## src/rtl/digipot_pkg.sv

```systemverilog
package digipot_pkg;

  // Strobes from control to datapath, valid for one clock each
  typedef struct packed {
    logic stepUp;   // move one tap toward the top
    logic stepDn;   // move one tap toward the bottom
    logic capture;  // latch the position for a store
    logic commit;   // write the latched position into the non-volatile register
  } wiperStrobe_t;

endpackage

```

## src/rtl/digipot_sync.sv

```systemverilog
module digipot_sync #(
  parameter int W = 3,
  parameter logic [W-1:0] RST_VAL = '0
) (
  input  logic         clk,
  input  logic         rstN,
  input  logic [W-1:0] din,
  output logic [W-1:0] dout
);

  for (genvar b = 0; b < W; b++) begin : g_bit
    logic stage1, stage2;
    always_ff @(posedge clk) begin
      if (!rstN) begin
        stage1 <= RST_VAL[b];
        stage2 <= RST_VAL[b];
      end else begin
        stage1 <= din[b];
        stage2 <= stage1;
      end
    end
    assign dout[b] = stage2;
  end

endmodule

```

## src/rtl/digipot_ctrl.sv

```systemverilog
module digipot_ctrl
  import digipot_pkg::*;
#(
  parameter int STORE_CYCLES = 20
) (
  input  logic         clk,
  input  logic         rstN,
  input  logic         csS,
  input  logic         incS,
  input  logic         udS,
  output wiperStrobe_t strobe,
  output logic         busy,
  output logic         standby
);

  localparam int CNT_W = $clog2(STORE_CYCLES + 1);

  logic             csPrev, incPrev, selected;
  logic [CNT_W-1:0] busyCnt;
  logic             csFall, csRise, incFall;

  always_comb begin
    csFall  = csPrev & ~csS;
    csRise  = ~csPrev & csS;
    incFall = incPrev & ~incS;
    busy    = (busyCnt != '0);
    standby = ~selected & ~busy;

    strobe.stepUp  = selected & ~csS & incFall & udS;
    strobe.stepDn  = selected & ~csS & incFall & ~udS;
    strobe.capture = selected & csRise & incS;
    strobe.commit  = (busyCnt == CNT_W'(1));
  end

  always_ff @(posedge clk) begin
    if (!rstN) begin
      csPrev   <= 1'b1;
      incPrev  <= 1'b1;
      selected <= 1'b0;
      busyCnt  <= '0;
    end else begin
      csPrev  <= csS;
      incPrev <= incS;

      if (selected && csRise)
        selected <= 1'b0;
      else if (csFall && !busy)
        selected <= 1'b1;

      if (strobe.capture)
        busyCnt <= CNT_W'(STORE_CYCLES);
      else if (busy)
        busyCnt <= busyCnt - 1'b1;
    end
  end

endmodule

```

## src/rtl/digipot_dp.sv

```systemverilog
module digipot_dp
  import digipot_pkg::*;
#(
  parameter int TAPS    = 32,
  parameter int NV_INIT = 16
) (
  input  logic            clk,
  input  logic            porN,
  input  logic            rstN,
  input  wiperStrobe_t    strobe,
  output logic [TAPS-1:0] tapSel
);

  localparam int POS_W = $clog2(TAPS);
  localparam logic [POS_W-1:0] TOP_POS  = POS_W'(TAPS - 1);
  localparam logic [POS_W-1:0] INIT_POS = POS_W'(NV_INIT);

  logic [POS_W-1:0] pos, pending, nvReg;

  // Modeled non-volatile cell: only the power-on reset touches it
  always_ff @(posedge clk) begin
    if (!porN) begin
      nvReg   <= INIT_POS;
      pending <= INIT_POS;
    end else begin
      if (strobe.capture) pending <= pos;
      if (strobe.commit)  nvReg   <= pending;
    end
  end

  // Saturating wiper counter with recall on either reset
  always_ff @(posedge clk) begin
    if (!porN)
      pos <= INIT_POS;
    else if (!rstN)
      pos <= nvReg;
    else if (strobe.stepUp && pos != TOP_POS)
      pos <= pos + 1'b1;
    else if (strobe.stepDn && pos != '0)
      pos <= pos - 1'b1;
  end

  for (genvar t = 0; t < TAPS; t++) begin : g_tap
    assign tapSel[t] = (pos == POS_W'(t));
  end

endmodule

```

## src/rtl/digipot_wiper.sv

```systemverilog
module digipot_wiper
  import digipot_pkg::*;
#(
  parameter int TAPS         = 32,
  parameter int STORE_CYCLES = 20,
  parameter int NV_INIT      = 16
) (
  input  logic            clk,
  input  logic            porN,
  input  logic            pwrN,
  input  logic            csN,
  input  logic            stepIn,
  input  logic            upNotDown,
  output logic [TAPS-1:0] tapSel,
  output logic            storeBusy,
  output logic            standby
);

  logic         rstN;
  logic [2:0]   syncOut;
  wiperStrobe_t strobe;

  assign rstN = porN & pwrN;

  // bit 2: select, bit 1: step, bit 0: direction
  digipot_sync #(.W(3), .RST_VAL(3'b110)) u_sync (
    .clk (clk),
    .rstN(rstN),
    .din ({csN, stepIn, upNotDown}),
    .dout(syncOut)
  );

  digipot_ctrl #(.STORE_CYCLES(STORE_CYCLES)) u_ctrl (
    .clk    (clk),
    .rstN   (rstN),
    .csS    (syncOut[2]),
    .incS   (syncOut[1]),
    .udS    (syncOut[0]),
    .strobe (strobe),
    .busy   (storeBusy),
    .standby(standby)
  );

  digipot_dp #(.TAPS(TAPS), .NV_INIT(NV_INIT)) u_dp (
    .clk   (clk),
    .porN  (porN),
    .rstN  (rstN),
    .strobe(strobe),
    .tapSel(tapSel)
  );

endmodule

```

## config.mk

```make
export PLATFORM = sky130hd
export DESIGN_NAME = digipot_wiper
export DESIGN_NICKNAME = d
export VERILOG_FILES = /design/src/rtl/digipot_pkg.sv /design/src/rtl/digipot_sync.sv /design/src/rtl/digipot_ctrl.sv /design/src/rtl/digipot_dp.sv /design/src/rtl/digipot_wiper.sv
export SDC_FILE = /design/constraint.sdc
export NUM_CORES = 1
export LEC_CHECK = 0
export BUFFER_PORTS_ARGS = -buffer_cell sky130_fd_sc_hd__buf_2
export CAP_MARGIN = 5
export CORE_ASPECT_RATIO = 1.4
export CORE_MARGIN = 2
export CORE_UTILIZATION = 45
export CTS_CLUSTER_DIAMETER = 30
export CTS_CLUSTER_SIZE = 16
export DETAILED_ROUTE_END_ITERATION = 12
export GPL_TIMING_DRIVEN = 0
export PLACE_DENSITY = 0.77
export SYNTH_ARGS = -nofsm -noshare
export SYNTH_HDL_FRONTEND = slang
export SYNTH_HIERARCHICAL = 1
export SYNTH_SLANG_ARGS = --single-unit
```

## constraint.sdc

```tcl
create_clock -name clk -period 1.85 [get_ports clk]
set_input_delay 0.37 -clock clk [delete_from_list [all_inputs] [get_ports clk]]
set_output_delay 0.37 -clock clk [all_outputs]
set_load 0.02 [all_outputs]
```

* Word-level counts from Yosys, hierarchy flattened
Cells that the tools add are included.
Widths: inputs -> output; s select.
** Operators by class
- Add/sub/neg operators :: 3
- Mux-type cells :: 5
- Reductions and logical operators :: 11
- Bitwise gates (word level) :: 18
- Equal/unequal tests :: 34
** Operator list (count)
- $eq 5x5->1 const B :: 16
- $eq 5x4->1 const B :: 8
- $mux 5 :: 5
- $eq 5x3->1 const B :: 4
- $and 1x1->1 :: 11
- $eq 5x1->1 const B :: 2
- $eq 5x2->1 const B :: 2
- $reduce_bool 5->1 :: 2
- $sub 5x1->5 const B :: 2
- $not 1->1 :: 7
- $add 5x1->5 const B :: 1
- $logic_not 5->1 :: 1
- $ne 5x5->1 const B :: 1
- $logic_and 1x1->1 :: 4
- $reduce_or 2->1 :: 2
- $ne 3x1->1 const B :: 1
- $reduce_bool 2->1 :: 1
- $logic_not 1->1 :: 1
** Storage, ports and cells
- Output and inout bits :: 34
- Word-level logic and storage cells :: 85
- Register bits after elaboration :: 29

* Longest topological paths before layout
Gate-level depths: netlist of run 1.
- Depth in word-level cells :: 8
- Gate-level depth with buffers :: 8

* By module
The synthesis of run 1 kept the hierarchy.
** By module, submodules not included
- digipot_dp :: seq. area each 300.3 sq um, cells each 135, times used 1, area an instance 1059.8 sq um
- digipot_ctrl :: seq. area each 160.2 sq um, cells each 41, times used 1, area an instance 391.6 sq um
- digipot_sync :: seq. area each 120.1 sq um, cells each 15, times used 1, area an instance 180.2 sq um
- digipot_wiper :: seq. area each 0.0 sq um, cells each 1, times used 1, area an instance 6.3 sq um

* Worst setup path after synthesis of run 1
No wires, ideal clock.
- Kind :: reg2reg
- From :: register u_dp.pos[1]
- To :: register u_dp.pos[3]
- Path buffers :: 1
- Stages on the path, launching flop included :: 9
- Period minus slack after synthesis :: 2.038 ns
- Setup slack :: -0.188 ns
- Arrival :: 1.920 ns
- Cell sequence :: dfxtp_1 -> ha_1 -> and3_1 -> ha_1 -> nor2b_1 -> clkbuf_1 -> nor4b_2 -> o22ai_1 -> a32o_1
** On the way
- Word-level cells in the longest chain between the ends :: 4
- Elaborated cells between the ends (all ways) :: 10
- Classes of those cells :: add/sub: 2; eq/ne: 2; mux: 3; reduce/logical: 3
** RTL lines
- start: declaration :: RTL line digipot_dp.sv:18 : logic [POS_W-1:0] pos, pending, nvReg;
- start signal: assignment :: RTL line digipot_dp.sv:36 : pos <= nvReg;
- start signal: assignment :: RTL line digipot_dp.sv:38 : pos <= pos + 1'b1;
- start signal: assignment :: RTL line digipot_dp.sv:40 : pos <= pos - 1'b1;
- $sub 5x1->5 / $ne 5x5->1 (equally long branches) :: RTL line digipot_dp.sv:40, digipot_dp.sv:37
- $mux 5 / $logic_and 1x1->1 (equally long branches) :: RTL line digipot_dp.sv:39, digipot_dp.sv:37
- $mux 5 :: RTL line digipot_dp.sv:37 : else if (strobe.stepUp && pos != TOP_POS)
- $mux 5 :: RTL line digipot_dp.sv:35 : else if (!rstN)
Several ways; a longest one is shown, not always the timed one. The select of a mux whose other input is x is not followed.
A chain may end at the register's enable or synchronous reset.

* Worst setup path in the final report of run 1
- From :: register u_dp.pos[0]
- To :: register u_dp.pos[3]
The elaborated chain is that of the path after synthesis.

==> results of run 1 <==
per-stage QoR:
stage	cells	setup WS, ns
final	281	0.0676
after detailed placement	271	-0.185
after CTS	281	0.0179
after floorplan	192	0.00328
after global routing	281	-0.0602
after global placement	271	-0.163
cells by family (layout without fill, tap and decap cells):
| group | Yosys count | in the layout | synth area share (%) |
|---|---|---|---|
| AND/OR/NAND/NOR | 94 | 94 | 31.6 |
| flip-flops | 29 | 29 | 35.4 |
| AO/OA/AOI/OAI | 25 | 25 | 10.9 |
| buffers and inverters | 23 | 72 | 8.02 |
| multiplexers | 12 | 12 | 7.33 |
| adder cells (fa/ha/maj) | 8 | 8 | 6.11 |
| XOR/XNOR | 1 | 1 | 0.535 |
critical path: cells and delay by family, from the launching register on:
family                   cells  cell delay [ns]
AO/OA/AOI/OAI                2             0.33
AND/OR/NAND/NOR              3             0.48
buffers and inverters        1             0.13
adder cells (fa/ha/maj)      2             0.32
flip-flops                   1             0.41
cell usage after synthesis, drive strengths merged (2+ instances only):
cell type,number
nor2b,10
o21a,2
a31oi,3
and3,2
a32o,2
and2,5
nor2,36
mux2i,12
nand2b,10
clkbuf,7
nand3,3
dfxtp,29
ha,8
nand2,14
a21oi,2
a21boi,2
o21ai,7
nor4b,5
buf,8
nor3,3
inv,8
state kept, by name, indices dropped and copies added (netlist names):
register and cells:
u_ctrl/busyCnt 5, u_ctrl/csPrev 1, u_dp/nvReg 5, u_ctrl/incPrev 1
u_dp/pending 5, u_sync/g_bit.stage1 3, u_ctrl/selected 1, u_sync/g_bit.stage2 3
u_dp/pos 5
power groups by stage:
stage	combinational (mW)	clock (mW)	sequential, mW
finish	0.137	0.680	0.639
global route	0.151	0.727	0.640
CTS	0.131	0.695	0.638
detailed placement	0.105	0	0.654
global placement	0.101	0	0.653
floorplan	0.0773	0	0.652
timing repair:
action / 4_1_cts / 5_1_grt
setup endpoints to repair: 15 / 22
gates resized for setup: 13 / 15
gates cloned: 0 / 0
buffers inserted: 3 / 1
pin swaps: 1 / 2
layer usage:
metal | vias to the layer above | global-route usage (%) | part of all wire [%]
met3 | 8 | 4.12 | 5.2
met1 | 630 | 18.6 | 41
met5 | - | 0 | 0
met2 | 43 | 33.5 | 51
li1 | 737 | - | -
met4 | 0 | 9.76 | 2.6
path summary, 6_finish.rpt:
| kind | slack, ns | to |
|---|---|---|
| worst max-delay path | 0.07 | u_dp/pos[3] |
| worst min register to register | 0.41 | u_sync/g_bit[2].stage2 |
| worst max register to register | 0.07 | u_dp/pos[3] |
| worst min-delay path | 0.27 | u_sync/g_bit[2].stage1 |
cell type report:
type	count	share of cell area [%]
Multi-Input combinational cell	140	47.2
Sequential cell	29	27.6
Timing Repair Buffer	43	11.1
Buffer	13	4.75
Clock buffer	6	3.87
Tap cell	40	2.35
Clock inverter	2	1.76
Inverter	8	1.41
==> run summary, run 1 <==
RePlAce Congestion: 0.785
Critical Path Fanout Max: 8
Worst-margin pin slew: 0.582 ns
Layout area overhead: 30.2%
Part of the power in registers: 43.9%
Flop and latch count out of synthesis: 29
Ys flop type: dfxtp_1
Reg2reg start: u_dp/pos[0]
CTS tree: done
Mean post-synth cell area: 8.53 µm²
Vias per cell: 5.05
Most common cell after layout, fill and taps aside: buf_2
HPWL Detailed: 2550 µm
Distinct cell type count after synthesis: 42
Worst min-delay path class: in2reg
Starting Density: 47.6%
Peak VDD IR: 0.609 mV
Buffers on Ports: 39
# fillers: 315
CTS root buf: clkbuf_8
CTS clk-pin slew, worst paths: 0.07 ns
WP data required: 2.03 ns
Die H: 75.4 µm
WHS: 0.265 ns
Fin. max-slew vios: 0
Pin count of the biggest net entering global routing: 18
Pwr dens: 683 nW/µm²
Final antenna-violating net count: 0
Register area share after synthesis: 35.4%
Core area: 3440 µm²
Sink Count: 29
Vias in the first global route: 1291
Most used cell, CP: ha_4
Final setup vio count: 0
Cts bufs inserted: 5
Hold-critical path depth: 2
Mapped Nets: 206
Register area: 588 µm²
# Max-Cap Violations: 0
Mapped Area: 1640 µm²
Period utilisation layout: 96.3%
Residual DRC: 0
CP max stage delay: 0.41 ns
CP startpoint kind: flop
Top Ports: 40
Async SR Flop Fraction: 0%
Switching power of the nets: 319 µW
Worst setup path startpoint: u_dp/pos[0]
Synth area leaders: dfxtp_1, nor2_1, mux2i_1
Max clock buf depth: 2
Synth top area share: 35.4%
Die width: 55.0 µm
Fmax: 561 MHz
Worst skew pair latency: 0.28 ns
R2R depth: 8
Final instance area: 2130 µm²
Static Leakage: 0.937 nW
Hold_sp: csN
Wire length per cell: 12.2 µm
Crit path DAT: 1.96 ns
Nature of the critical path endpoint: flop
Logic pwr share: 9.4%
Hold Violations, Final: 0
Yosys top cell by area: dfxtp_1
Initial antenna violation count: 0
Share of layout cells above drive strength 1: 34.9%
Total Nets Final: 254
Worst-path cell chain: ha_4, and3_4, ha_4, nor2b_2, buf_6, nor4b_2, o22ai_1, a32o_1
Max_slew headroom: 61.2%
CP max-delay cell: dfxtp_2
CTS H-tree depth: 2
Status: finished clean
Number of synthesized flops with an enable pin: 0
Area of the multi-input gates: 1010 µm²
Number of DRC markers in iteration 0: 22
RSZ-0062 raised after global routing: yes
First-pass GRT wire length: 5500 µm
Num rows: 25
GRT Residual Overflow: 0
Setup CP Type: reg2reg
Final Skew: 0.00845 ns
Setup tns final: 0 ns
Cell Area, Placed: 1900 µm²
Post-layout util: 62.0%
Vias post-DR: 1418
Ant diodes: 0
Detailed Route WL: 3440 µm
Most frequent cells in the layout: buf_2, nor2_1, dfxtp_1
Pwr Total: 1.46 mW
Iteration count of the initial detailed-routing pass: 4
Syn Inst Count: 192
Total GRT Usage: 18.3%
Clk pwr share: 46.7%
Die footprint: 4140 µm²
Min Clock Period, post-route: 1.78 ns
Syn. warnings: 6
Switching Share: 21.9%
Hold_buf cts: 0
Pint: 1.14 mW
No activity file was read; power rests on OpenSTA's default activity.
==> inputs of run 2 (changes only) <==
- PLACE_DENSITY: 0.77 -> 0.74
- clock period: 1.85 -> 2.26 ns (I/O delays scaled with it)
==> run 2 against run 1 <==
  * Non-clock buffer count shrank 2
  * Clock skew shrank 0.0028 ns
  * Cell count shrank 0.71%
  * Cell area shrank 6.0%
  * Core utilization shrank 3.7 points
  * Critical path depth is the same
  * Sequential share of layout area grew 1.5 points
  * Clock power shrank 21%
  * Hold slack gained 0.090 ns
  * Global-route usage shrank 0.67 points
  * Routed wire length shrank 8.1%
  * Count of clock-buffer cells in the layout grew 1
==> run summary, run 2 (synthesized netlist as in run 1, its figures left out) <==
Initial antenna violation count: 0 (unchanged)
Static Leakage: 0.884 nW (-5.7%)
# fillers: 326 (+3.5%)
Cts bufs inserted: 5 (unchanged)
Iteration count of the initial detailed-routing pass: 4 (unchanged)
WHS: 0.355 ns (+0.0897 ns)
Setup CP Type: reg2reg
CTS root buf: clkbuf_8
Most frequent cells in the layout: buf_2, nor2_1, dfxtp_1
Residual DRC: 0 (unchanged)
Worst-margin pin slew: 0.604 ns (+0.0216 ns)
Sink Count: 29 (unchanged)
Vias per cell: 4.95 (-2.0%)
Total GRT Usage: 17.6% (-0.67 points)
Vias post-DR: 1380 (-2.7%)
Worst min-delay path class: in2reg
GRT Residual Overflow: 0 (unchanged)
CTS tree: done
Buffers on Ports: 39 (unchanged)
Crit path DAT: 2.25 ns (+0.29 ns)
Reg2reg start: u_dp/pos[1]
Most common cell after layout, fill and taps aside: buf_2
Final Worst Setup Slack: 0.184 ns (+0.117 ns)
Hold Violations, Final: 0 (unchanged)
# Max-Cap Violations: 0 (unchanged)
Number of DRC markers in iteration 0: 25 (+14%)
Die footprint: 4140 µm² (unchanged)
Vias in the first global route: 1219 (-5.6%)
Layout area overhead: 22.4%
CP max-delay cell: dfxtp_2
WP data required: 2.43 ns (+0.40 ns)
Worst setup path startpoint: u_dp/pos[1]
Pin count of the biggest net entering global routing: 18 (unchanged)
Max clock buf depth: 2 (unchanged)
Peak VDD IR: 0.576 mV (-5.4%)
Post-Layout Cell Count: 279 (-0.71%)
Area of the multi-input gates: 928 µm² (-7.7%)
Worst skew pair latency: 0.28 ns (about the same)
RePlAce Congestion: 0.791 (+0.78%)
Final Skew: 0.00565 ns (-0.00279 ns)
Nature of the critical path endpoint: flop
First-pass GRT wire length: 5220 µm (-5.1%)
Pwr dens: 572 nW/µm² (-16%)
Starting Density: 47.6% (unchanged)
Final setup vio count: 0 (unchanged)
Placement Setup Slack: 0.00698 ns (+0.192 ns)
Worst Path Buf+Inv: 1 (unchanged)
Critical Path Fanout Max: 9 (+1)
Status: finished clean
Crit path max-delay family: simple AND/OR/NAND/NOR gates
Final antenna-violating net count: 0 (unchanged)
Ant diodes: 0 (unchanged)
Wire length per cell: 11.3 µm (-7.5%)
Die H: 75.4 µm (unchanged)
CP max stage delay: 0.43 ns (+0.02 ns)
Die width: 55.0 µm (unchanged)
Fmax: 482 MHz (-14%)
Hold_sp: stepIn
CTS H-tree depth: 2 (unchanged)
Num rows: 25 (unchanged)
Inst Count DP: 271 (unchanged)
Worst-path cell chain: ha_2, and3_1, ha_1, nor2b_1, clkbuf_1, nor4b_2, o22ai_1, a32o_1
Min Clock Period, post-route: 2.08 ns (+0.293 ns)
CTS clk-pin slew, worst paths: 0.06 ns (about the same)
HPWL Detailed: 2380 µm (-6.6%)
Top Ports: 40 (unchanged)
Share of layout cells above drive strength 1: 26.8% (-8.1 points)
CP startpoint kind: flop
Core area: 3440 µm² (unchanged)
Fin. max-slew vios: 0 (unchanged)
Setup tns final: 0 ns (unchanged)
Detailed Route WL: 3160 µm (-8.1%)
Total Nets Final: 252 (-0.79%)
RSZ-0062 raised after global routing: no
Register area: 583 µm² (-0.85%)
Max_slew headroom: 59.7% (-1.4 points)
Period utilisation layout: 91.8% (-4.5 points)
[run 2: power breakdown]
part | internal [mW] | switching (mW) | total, mW
registers | 0.519 | 0.00508 | 0.524
logic | 0.0351 | 0.0475 | 0.0826
clock network | 0.359 | 0.181 | 0.540
total | 0.912 | 0.234 | 1.15
[run 2: metal layers]
metal / up-vias / share of wire, % / GRT usage, %
li1: 736 / - / -
met1: 586 / 44 / 18.8
met2: 50 / 47 / 30.4
met3: 8 / 6.5 / 4.12
met4: 0 / 3.0 / 10.8
met5: - / 0 / 0
[run 2: what timing repair did]
| action | in CTS | in global routing |
|---|---|---|
| gates cloned | 0 | 0 |
| hold buffers | 0 | 0 |
| setup endpoints to repair | 1 | 1 |
| gates resized for setup | 1 | 2 |
| buffers inserted | 0 | 0 |
| pin swaps | 0 | 1 |
[run 2: per-stage QoR]
stage          power, mW  cell area (µm²)  util, %
6_report            1.15             2000     58.3
5_1_grt             1.20             2000     58.3
4_1_cts             1.17             2000     58.1
3_5_place_dp       0.618             1880     54.7
3_3_place_gp       0.618             1880     54.7
2_1_floorplan      0.597             1640        -
[run 2: final cells by class]
type,count,share of cell area (%)
multi-input combinational,140,46.3
sequential,29,29.1
timing repair buffer,39,9.74
buffer,15,5.06
clock buffer,7,4.31
tap,40,2.50
clock inverter,1,1.50
inverter,8,1.50
[run 2: path summary, 6_finish.rpt]
check | slack [ns] | endpoint | depth (start not counted)
min reg2reg | 0.40 | u_sync/g_bit[1].stage2 | 1
max | 0.18 | u_dp/pos[3] | 8
min | 0.36 | u_sync/g_bit[1].stage1 | 2
max reg2reg | 0.18 | u_dp/pos[3] | 8
[run 2: worst register-to-register path, cell delays in order, from the launching register on]
cell      delay (ns)
dfxtp_2         0.43
ha_2            0.26
and3_1          0.23
ha_1            0.22
nor2b_1         0.06
clkbuf_1        0.18
nor4b_2         0.26
o22ai_1         0.13
a32o_1          0.20
